===== config.mk =====
export PLATFORM = sky130hd
export DESIGN_NAME = modem_ctrl_unit
export DESIGN_NICKNAME = d
export VERILOG_FILES = /design/src/rtl/mcr_pkg.sv /design/src/rtl/mcr_ctrl.sv /design/src/rtl/mcr_datapath.sv /design/src/rtl/modem_ctrl_unit.sv
export SDC_FILE = /design/constraint.sdc
export NUM_CORES = 1
export LEC_CHECK = 0
export ABC_AREA = 1
export BUFFER_PORTS_ARGS = -buffer_cell sky130_fd_sc_hd__buf_2
export CELL_PAD_IN_SITES_DETAIL_PLACEMENT = 2
export CELL_PAD_IN_SITES_GLOBAL_PLACEMENT = 2
export CORE_AREA = 2 2 51 101
export DETAILED_ROUTE_END_ITERATION = 10
export DIE_AREA = 0 0 53 103
export GPL_TIMING_DRIVEN = 0
export PLACE_DENSITY_LB_ADDON = 0.1
export SLEW_MARGIN = 20
export SYNTH_ARGS = -nofsm -noshare
export SYNTH_HDL_FRONTEND = slang
export SYNTH_HIERARCHICAL = 1
export SYNTH_SLANG_ARGS = --single-unit

===== constraint.sdc =====
create_clock -name clk -period 0.94 [get_ports clk]
set_input_delay 0.094 -clock clk [delete_from_list [all_inputs] [get_ports clk]]
set_output_delay 0.094 -clock clk [all_outputs]
set_load 0.01 [all_outputs]

===== src/rtl/mcr_pkg.sv =====
package mcr_pkg;
  localparam int REG_W   = 8;
  localparam int NIB_W   = 4;
  localparam int HI_LSB  = 5;
  localparam int B_DIV4  = 7;
  localparam int B_TRIG  = 6;
  localparam int B_XON   = 5;
  localparam int B_LOOP  = 4;
  localparam int B_OP    = 3;
  localparam int B_FRDY  = 2;
  localparam int B_RTS   = 1;
  localparam int B_DTR   = 0;
  // status nibble index: 3 carrier, 2 ring, 1 data-set-ready, 0 clear-to-send
  localparam int S_DCD   = 3;
  localparam int S_RI    = 2;
  localparam int S_DSR   = 1;
  localparam int S_CTS   = 0;

  typedef struct packed {
    logic wrLow;
    logic wrHigh;
    logic clrDelta;
  } mcr_strobe_t;
endpackage


===== src/rtl/mcr_ctrl.sv =====
module mcr_ctrl
  import mcr_pkg::*;
(
  input  logic        wrCtrl,
  input  logic        enhWrEn,
  input  logic        rdStatus,
  output mcr_strobe_t strobes
);
  always_comb begin
    strobes.wrLow    = wrCtrl;
    strobes.wrHigh   = wrCtrl & enhWrEn;
    strobes.clrDelta = rdStatus;
  end
endmodule


===== src/rtl/mcr_datapath.sv =====
module mcr_datapath
  import mcr_pkg::*;
#(
  parameter int SYNC_STAGES = 2
) (
  input  logic             clk,
  input  logic             rstN,
  input  mcr_strobe_t      strobes,
  input  logic [REG_W-1:0] wrData,
  input  logic             autoRtsEn,
  input  logic             hwRtsReq,
  input  logic [NIB_W-1:0] pinActive,
  input  logic             txSerial,
  input  logic             rxPin,
  output logic [REG_W-1:0] ctrlQ,
  output logic [REG_W-1:0] statusQ,
  output logic             rtsN,
  output logic             dtrN,
  output logic             opN,
  output logic             irqOe,
  output logic             txPin,
  output logic             rxToReceiver
);
  localparam int LOW_W = HI_LSB;

  logic [NIB_W-1:0] syncOut;
  logic [NIB_W-1:0] srcNib;
  logic [NIB_W-1:0] curNib;
  logic [NIB_W-1:0] deltaQ;
  logic [NIB_W-1:0] setDelta;
  logic             loopMode;

  // control register
  always_ff @(posedge clk or negedge rstN) begin
    if (!rstN) begin
      ctrlQ <= '0;
    end else begin
      if (strobes.wrLow)  ctrlQ[LOW_W-1:0]     <= wrData[LOW_W-1:0];
      if (strobes.wrHigh) ctrlQ[REG_W-1:HI_LSB] <= wrData[REG_W-1:HI_LSB];
    end
  end

  // modem line synchroniser
  generate
    if (SYNC_STAGES == 0) begin : g_nosync
      assign syncOut = pinActive;
    end else begin : g_sync
      logic [NIB_W-1:0] chain [SYNC_STAGES];
      always_ff @(posedge clk or negedge rstN) begin
        if (!rstN) begin
          for (int i = 0; i < SYNC_STAGES; i++) chain[i] <= '0;
        end else begin
          chain[0] <= pinActive;
          for (int i = 1; i < SYNC_STAGES; i++) chain[i] <= chain[i-1];
        end
      end
      assign syncOut = chain[SYNC_STAGES-1];
    end
  endgenerate

  assign loopMode = ctrlQ[B_LOOP];

  always_comb begin
    if (loopMode) begin
      srcNib[S_DCD] = ctrlQ[B_OP];
      srcNib[S_RI]  = ctrlQ[B_FRDY];
      srcNib[S_DSR] = ctrlQ[B_DTR];
      srcNib[S_CTS] = ctrlQ[B_RTS];
    end else begin
      srcNib = syncOut;
    end
  end

  always_comb begin
    setDelta        = srcNib ^ curNib;
    setDelta[S_RI]  = curNib[S_RI] & ~srcNib[S_RI];
  end

  always_ff @(posedge clk or negedge rstN) begin
    if (!rstN) begin
      curNib <= '0;
      deltaQ <= '0;
    end else begin
      curNib <= srcNib;
      deltaQ <= (strobes.clrDelta ? '0 : deltaQ) | setDelta;
    end
  end

  assign statusQ = {curNib, deltaQ};

  // pin drive
  always_comb begin
    irqOe = ctrlQ[B_OP];
    if (loopMode) begin
      rtsN         = 1'b1;
      dtrN         = 1'b1;
      opN          = 1'b1;
      txPin        = 1'b1;
      rxToReceiver = txSerial;
    end else begin
      rtsN         = autoRtsEn ? ~hwRtsReq : ~ctrlQ[B_RTS];
      dtrN         = ~ctrlQ[B_DTR];
      opN          = ~ctrlQ[B_OP];
      txPin        = txSerial;
      rxToReceiver = rxPin;
    end
  end
endmodule


===== src/rtl/modem_ctrl_unit.sv =====
module modem_ctrl_unit
  import mcr_pkg::*;
#(
  parameter int SYNC_STAGES = 2
) (
  input  logic       clk,
  input  logic       rstN,
  input  logic       wrCtrl,
  input  logic [7:0] wrData,
  input  logic       enhWrEn,
  input  logic       rdStatus,
  input  logic       autoRtsEn,
  input  logic       hwRtsReq,
  input  logic       ctsN,
  input  logic       dsrN,
  input  logic       riN,
  input  logic       dcdN,
  input  logic       txSerial,
  input  logic       rxPin,
  output logic [7:0] ctrlRdData,
  output logic [7:0] statusRdData,
  output logic       rtsN,
  output logic       dtrN,
  output logic       opN,
  output logic       irqOe,
  output logic       clkDiv4,
  output logic       trigRegAccess,
  output logic       xonAnyEn,
  output logic       loopbackOn,
  output logic       txPin,
  output logic       rxToReceiver
);
  mcr_strobe_t      strobes;
  logic [NIB_W-1:0] pinActive;
  logic [REG_W-1:0] ctrlQ;

  assign pinActive = {~dcdN, ~riN, ~dsrN, ~ctsN};

  mcr_ctrl u_ctrl (
    .wrCtrl  (wrCtrl),
    .enhWrEn (enhWrEn),
    .rdStatus(rdStatus),
    .strobes (strobes)
  );

  mcr_datapath #(.SYNC_STAGES(SYNC_STAGES)) u_dp (
    .clk         (clk),
    .rstN        (rstN),
    .strobes     (strobes),
    .wrData      (wrData),
    .autoRtsEn   (autoRtsEn),
    .hwRtsReq    (hwRtsReq),
    .pinActive   (pinActive),
    .txSerial    (txSerial),
    .rxPin       (rxPin),
    .ctrlQ       (ctrlQ),
    .statusQ     (statusRdData),
    .rtsN        (rtsN),
    .dtrN        (dtrN),
    .opN         (opN),
    .irqOe       (irqOe),
    .txPin       (txPin),
    .rxToReceiver(rxToReceiver)
  );

  assign ctrlRdData    = ctrlQ;
  assign clkDiv4       = ctrlQ[B_DIV4];
  assign trigRegAccess = ctrlQ[B_TRIG];
  assign xonAnyEn      = ctrlQ[B_XON];
  assign loopbackOn    = ctrlQ[B_LOOP];
endmodule


Word level (Yosys, flattened, before mapping)
Index checks and enable logic that the tools add are counted.
{ "classes": {"shift": 0, "add_sub_neg": 0, "div": 0, "mul": 0, "bitwise_logic": 13, "n_eq_ne": 0, "n_lt_le_gt_ge": 0, "muxes": 8, "reduce_logical": 0} }
{ "op_table": {"columns": ["operator", "n"], "rows": [
  ["inverter 1 bit", 9],
  ["2-to-1 mux 4 bit", 2],
  ["2-to-1 mux 1 bit", 6],
  ["OR 4 bit", 1],
  ["bitwise XOR 4 bit", 1],
  ["bitwise AND 1 bit", 2]
]} }
{ "totals": {"romBits": 0, "out_inout_bits": 26, "ram_bits": 0, "latchBits": 0, "n_memories": 0, "register_bits": 24} }

Logic depth before layout (Yosys ltp)
{ "depth": {"depth_word": 4, "mapped_depth": 6, "depth_no_buf": 4} }

By module
Netlist, hierarchy kept.
{ "by_module_without_submodules": {"columns": ["module", "cells_per_inst", "seq_area_each_um2", "instances", "area_each_um2"], "rows": [
  ["mcr_datapath", 101, 600.6, 1, 987.2],
  ["modem_ctrl_unit", 8, 0.0, 1, 45.0],
  ["mcr_ctrl", 4, 0.0, 1, 22.5]
]} }

Worst setup path before layout
No wires, ideal clock.
{ "synth_timing": {"path_type": "reg-to-reg", "startpoint": "register u_dp.ctrlQ[4]", "endpoint": "register u_dp.deltaQ[0]", "path_slack_ns": -0.071, "required_ns": 0.818, "t_arrival_ns": 0.889, "stages_incl_launch_ff": 7, "period_less_slack_ns": 1.011, "path_buffers": 2, "cell_sequence": "dfrtp_1 buf_6 inv_4 buf_12 nand2_2 nand3_2 nand3_2"} }
{ "synth_via": {"elab_chain_cells": 3} }
{ "synth_lines": {"columns": ["item", "line_no", "source"], "rows": [
  ["start: declaration", "mcr_datapath.sv:15", "output logic [REG_W-1:0] ctrlQ,"],
  ["start signal: indexed assignment", "mcr_datapath.sv:38", "if (strobes.wrLow) ctrlQ[LOW_W-1:0] <= wrData[LOW_W-1:0];"],
  ["start signal: indexed assignment", "mcr_datapath.sv:39", "if (strobes.wrHigh) ctrlQ[REG_W-1:HI_LSB] <= wrData[REG_W-1:HI_LSB];"],
  ["2-to-1 mux 4 bit", "mcr_datapath.sv:64", "if (loopMode) begin"],
  ["bitwise XOR 4 bit", "mcr_datapath.sv:75", "setDelta = srcNib ^ curNib;"],
  ["OR 4 bit", "mcr_datapath.sv:85", "deltaQ <= (strobes.clrDelta ? '0 : deltaQ) | setDelta;"],
  ["end signal: assignment", "mcr_datapath.sv:85", null],
  ["end: declaration", "mcr_datapath.sv:29", "logic [NIB_W-1:0] deltaQ;"]
]} }
Every way passes these cells.
A chain may end at the register's enable or synchronous reset.

Final worst setup path
{ "layout_timing": {"startpoint": "register u_dp.ctrlQ[4]", "endpoint": "output port rxToReceiver"} }
{ "layout_via": {"elab_chain_cells": 1} }
{ "layout_lines": {"columns": ["item", "line_no", "source"], "rows": [
  ["2-to-1 mux 1 bit", "mcr_datapath.sv:94", "if (loopMode) begin"],
  ["end: declaration", "modem_ctrl_unit.sv:31", "output logic rxToReceiver"]
]} }
Every way passes these cells.

==> summary.md <==
| Metric | Value |
|---|---|
| Top-Level Pins | `47` |
| FP Rows | `36` |
| Largest net degree at the start of global routing | `25` |
| Failing checks | `negative setup slack` |
| Detailed Route Iter0 Violations | `2` |
| Cell at the root of the clock tree | `clkbuf_8` |
| Final GP Congestion | `0.642` |
| Slew margin rel. | `63.1%` |
| Critical path class | `reg2out` |
| Initial Util | `22.3%` |
| FF/Latch Area | `602 sq um` |
| 1st-pass router iterations | `2` |
| Seq pwr share | `45.3%` |
| Seq/Total Area, Yosys | `56.9%` |
| Clk sinks | `24` |
| Worst-path maximum fanout | `5` |
| Sw Share | `28.2%` |
| Setup crit start kind | `flip-flop` |
| Wire per inst | `11.4 um` |
| Worst EP required | `0.85 ns` |
| Status | `finished, violations left` |
| CTS tree | `built` |
| HPWL reported at the end of detailed placement | `1910 um` |
| Area delta synth->final | `62.2%` |
| Top cells by area in the synthesized netlist | `dfrtp_1 (57%), nand2_1 (12%), inv_1 (7.1%)` |
| Total CTS buffers | `3` |
| Post-synthesis register bit count | `24` |
| Fill count | `546` |
| Routed Antenna Nets | `0` |
| Hold WC Path Type | `in2reg` |
| R2r worst-path depth | `8` |
| Die Y | `103 um` |
| Pwr/cell area | `1560 mW/mm^2` |
| Worst skew pair latency | `0.27 ns` |
| Final-report max-slew violation count | `0` |
| Post-Syn Instances | `113` |
| Fraction of layout cells with a size suffix above 1 | `52.2%` |
| CTS Buffer Depth | `2` |
| Final core utilization | `36.2%` |
| Tot GR Track Use | `11.2%` |
| DRC viols | `0` |
| Multi-input gate area | `348 sq um` |
| Largest area contributor in the netlist | `dfrtp_1` |
| YS warnings | `6` |
| CTS clk-pin slew, worst paths | `0.09 ns` |
| Post-Route WL | `2700 um` |
| GRT overflow | `0` |
| Vias | `951` |
| I/O Buffers | `45` |
| Clock share of power | `26.3%` |
| Top-area cell type share of the netlist area | `56.9%` |
| Layout Nets | `202` |
| Skew final | `0.00523 ns` |
| VDD IR-drop max | `0.000890 V` |
| Die Wd | `53 um` |
| Cell Int Power | `0.00191 W` |
| First-pass GRT wire length | `4430 um` |
| CP Capture Type | `output pin` |
| Core box area | `0.00473 sq mm` |
| Arr. time, crit path | `1.21 ns` |
| Die ar. | `0.00546 sq mm` |
| RSZ-0062 raised after global routing | `yes` |
| Fin crit share | `139%` |
| Final Setup Violations | `17` |
| N_diodes | `0` |
| Initial antenna violation count | `0` |
| Fmax | `764 MHz` |
| WHS | `0.0286 ns` |
| Worst-margin pin slew | `0.554 ns` |
| H-tree lvl count | `1` |
| Vias in the first global route | `992` |
| Synth Area per Inst | `9.33 sq um` |
| Comb power frac | `28.4%` |
| Leakage power | `0.946 nW` |
| Fin. Hold Viols | `0` |
| Distinct cells, synth | `15` |
| Vias/cell | `4.01` |
| Mapped Area | `0.00105 sq mm` |
| Syn Nets | `134` |
| Final setup margin | `-0.368 ns` |
| NetSw | `0.000752 W` |
| Max Cap Viol | `0` |
| Shortest period the worst path allows | `1.31 ns` |
| Hold Crit Depth | `3` |
cell usage in the layout, fill, tap and decap left out, drive strengths merged:
cell type	n
nand3	10
o21ai	10
nand2	38
buf	68
clkbuf	4
inv	21
dfrtp	24
dlygate4sd3	5
routing by layer:
metal	GRT usage, %	share of wire, %
met3	1.30	4.3
met2	18.8	56
met1	13.3	38
met5	0	0
met4	6.51	2.2
registers in the layout, summed over array words and instances (netlist names):
| register | flops |
|---|---|
| u_dp/ctrlQ | 8 |
| u_dp/curNib | 4 |
| u_dp/deltaQ | 4 |
| u_dp/g_sync.chain | 4 |
| u_dp/syncOut | 4 |
cell families after synthesis:
logic type,count (synthesis),synth area share [%]
buffers and inverters,31,16.1
flip-flops,24,56.9
AO/OA/AOI/OAI,10,5.10
AND/OR/NAND/NOR,48,21.8
power groups by stage:
stage / sequential (W) / clock [W] / combinational, W
after global routing: 0.00122 / 0.000783 / 0.000848
after detailed placement: 0.00122 / 0 / 0.000550
after global placement: 0.00122 / 0 / 0.000540
final: 0.00121 / 0.000701 / 0.000757
after CTS: 0.00121 / 0.000756 / 0.000708
after floorplan: 0.00126 / 0 / 0.000268
final cells by class:
class                      instances  area share [%]
tap                               57            4.17
multi-input combinational         58            20.3
inverter                          21            5.05
sequential                        24            35.2
buffer                             7            4.10
clock buffer                       4            3.22
timing repair buffer              66            27.9
final timing paths:
check                                               start                   endpoint  slack (ns)
setup / recovery                u_dp/ctrlQ[4]$_DFFE_PN0P_               rxToReceiver       -0.37
min in group asynchronous                            rstN   u_dp/curNib[0]$_DFF_PN0_        0.34
max in group asynchronous                            rstN  u_dp/ctrlQ[0]$_DFFE_PN0P_        0.19
hold / removal                                  wrData[7]  u_dp/ctrlQ[7]$_DFFE_PN0P_        0.03
hold reg to reg            u_dp/g_sync.chain[7]$_DFF_PN0_  u_dp/syncOut[3]$_DFF_PN0_        0.36
setup reg to reg                u_dp/ctrlQ[4]$_DFFE_PN0P_   u_dp/deltaQ[2]$_DFF_PN0_       -0.24
worst max-delay path, cell delays in order, from the launching register on:
cell and delay [ns]:
dfrtp_1 0.41, buf_6 0.14, inv_8 0.07, buf_12 0.11, nand2_4 0.04, o21ai_2 0.04, buf_2 0.13
cells in the mapped netlist:
library cell  count
nand2_1          35
dfrtp_1          24
inv_1            20
o21ai_0           8
buf_4             7
nand3_1           6
nand3_2           4
nand2_4           2
buf_12            1
buf_2             1
buf_6             1
inv_4             1
nand2_2           1
o21ai_1           1
o21ai_2           1
metrics by stage:
stage	area, sq um	std cells	setup TNS [ns]	setup slack (ns)	total power (W)
floorplan	1050	113	-0.224	-0.0709	0.00153
global placement	1350	215	-1.03	-0.176	0.00176
detailed placement	1350	215	-1.22	-0.198	0.00177
CTS	1640	231	-3.28	-0.389	0.00267
global route	1710	237	-4.18	-0.439	0.00285
finish	1710	237	-3.10	-0.368	0.00266
what timing repair did:
item                                   CTS  global route
endpoints found under the hold margin   28             0
gates resized for setup                 26             8
cloned                                   1             0
setup endpoints to repair               18            28
pin swaps                                1             1
hold buffers                             5             0
buffers inserted                         9             7
Note: power is estimated with default switching activity, not from simulation.
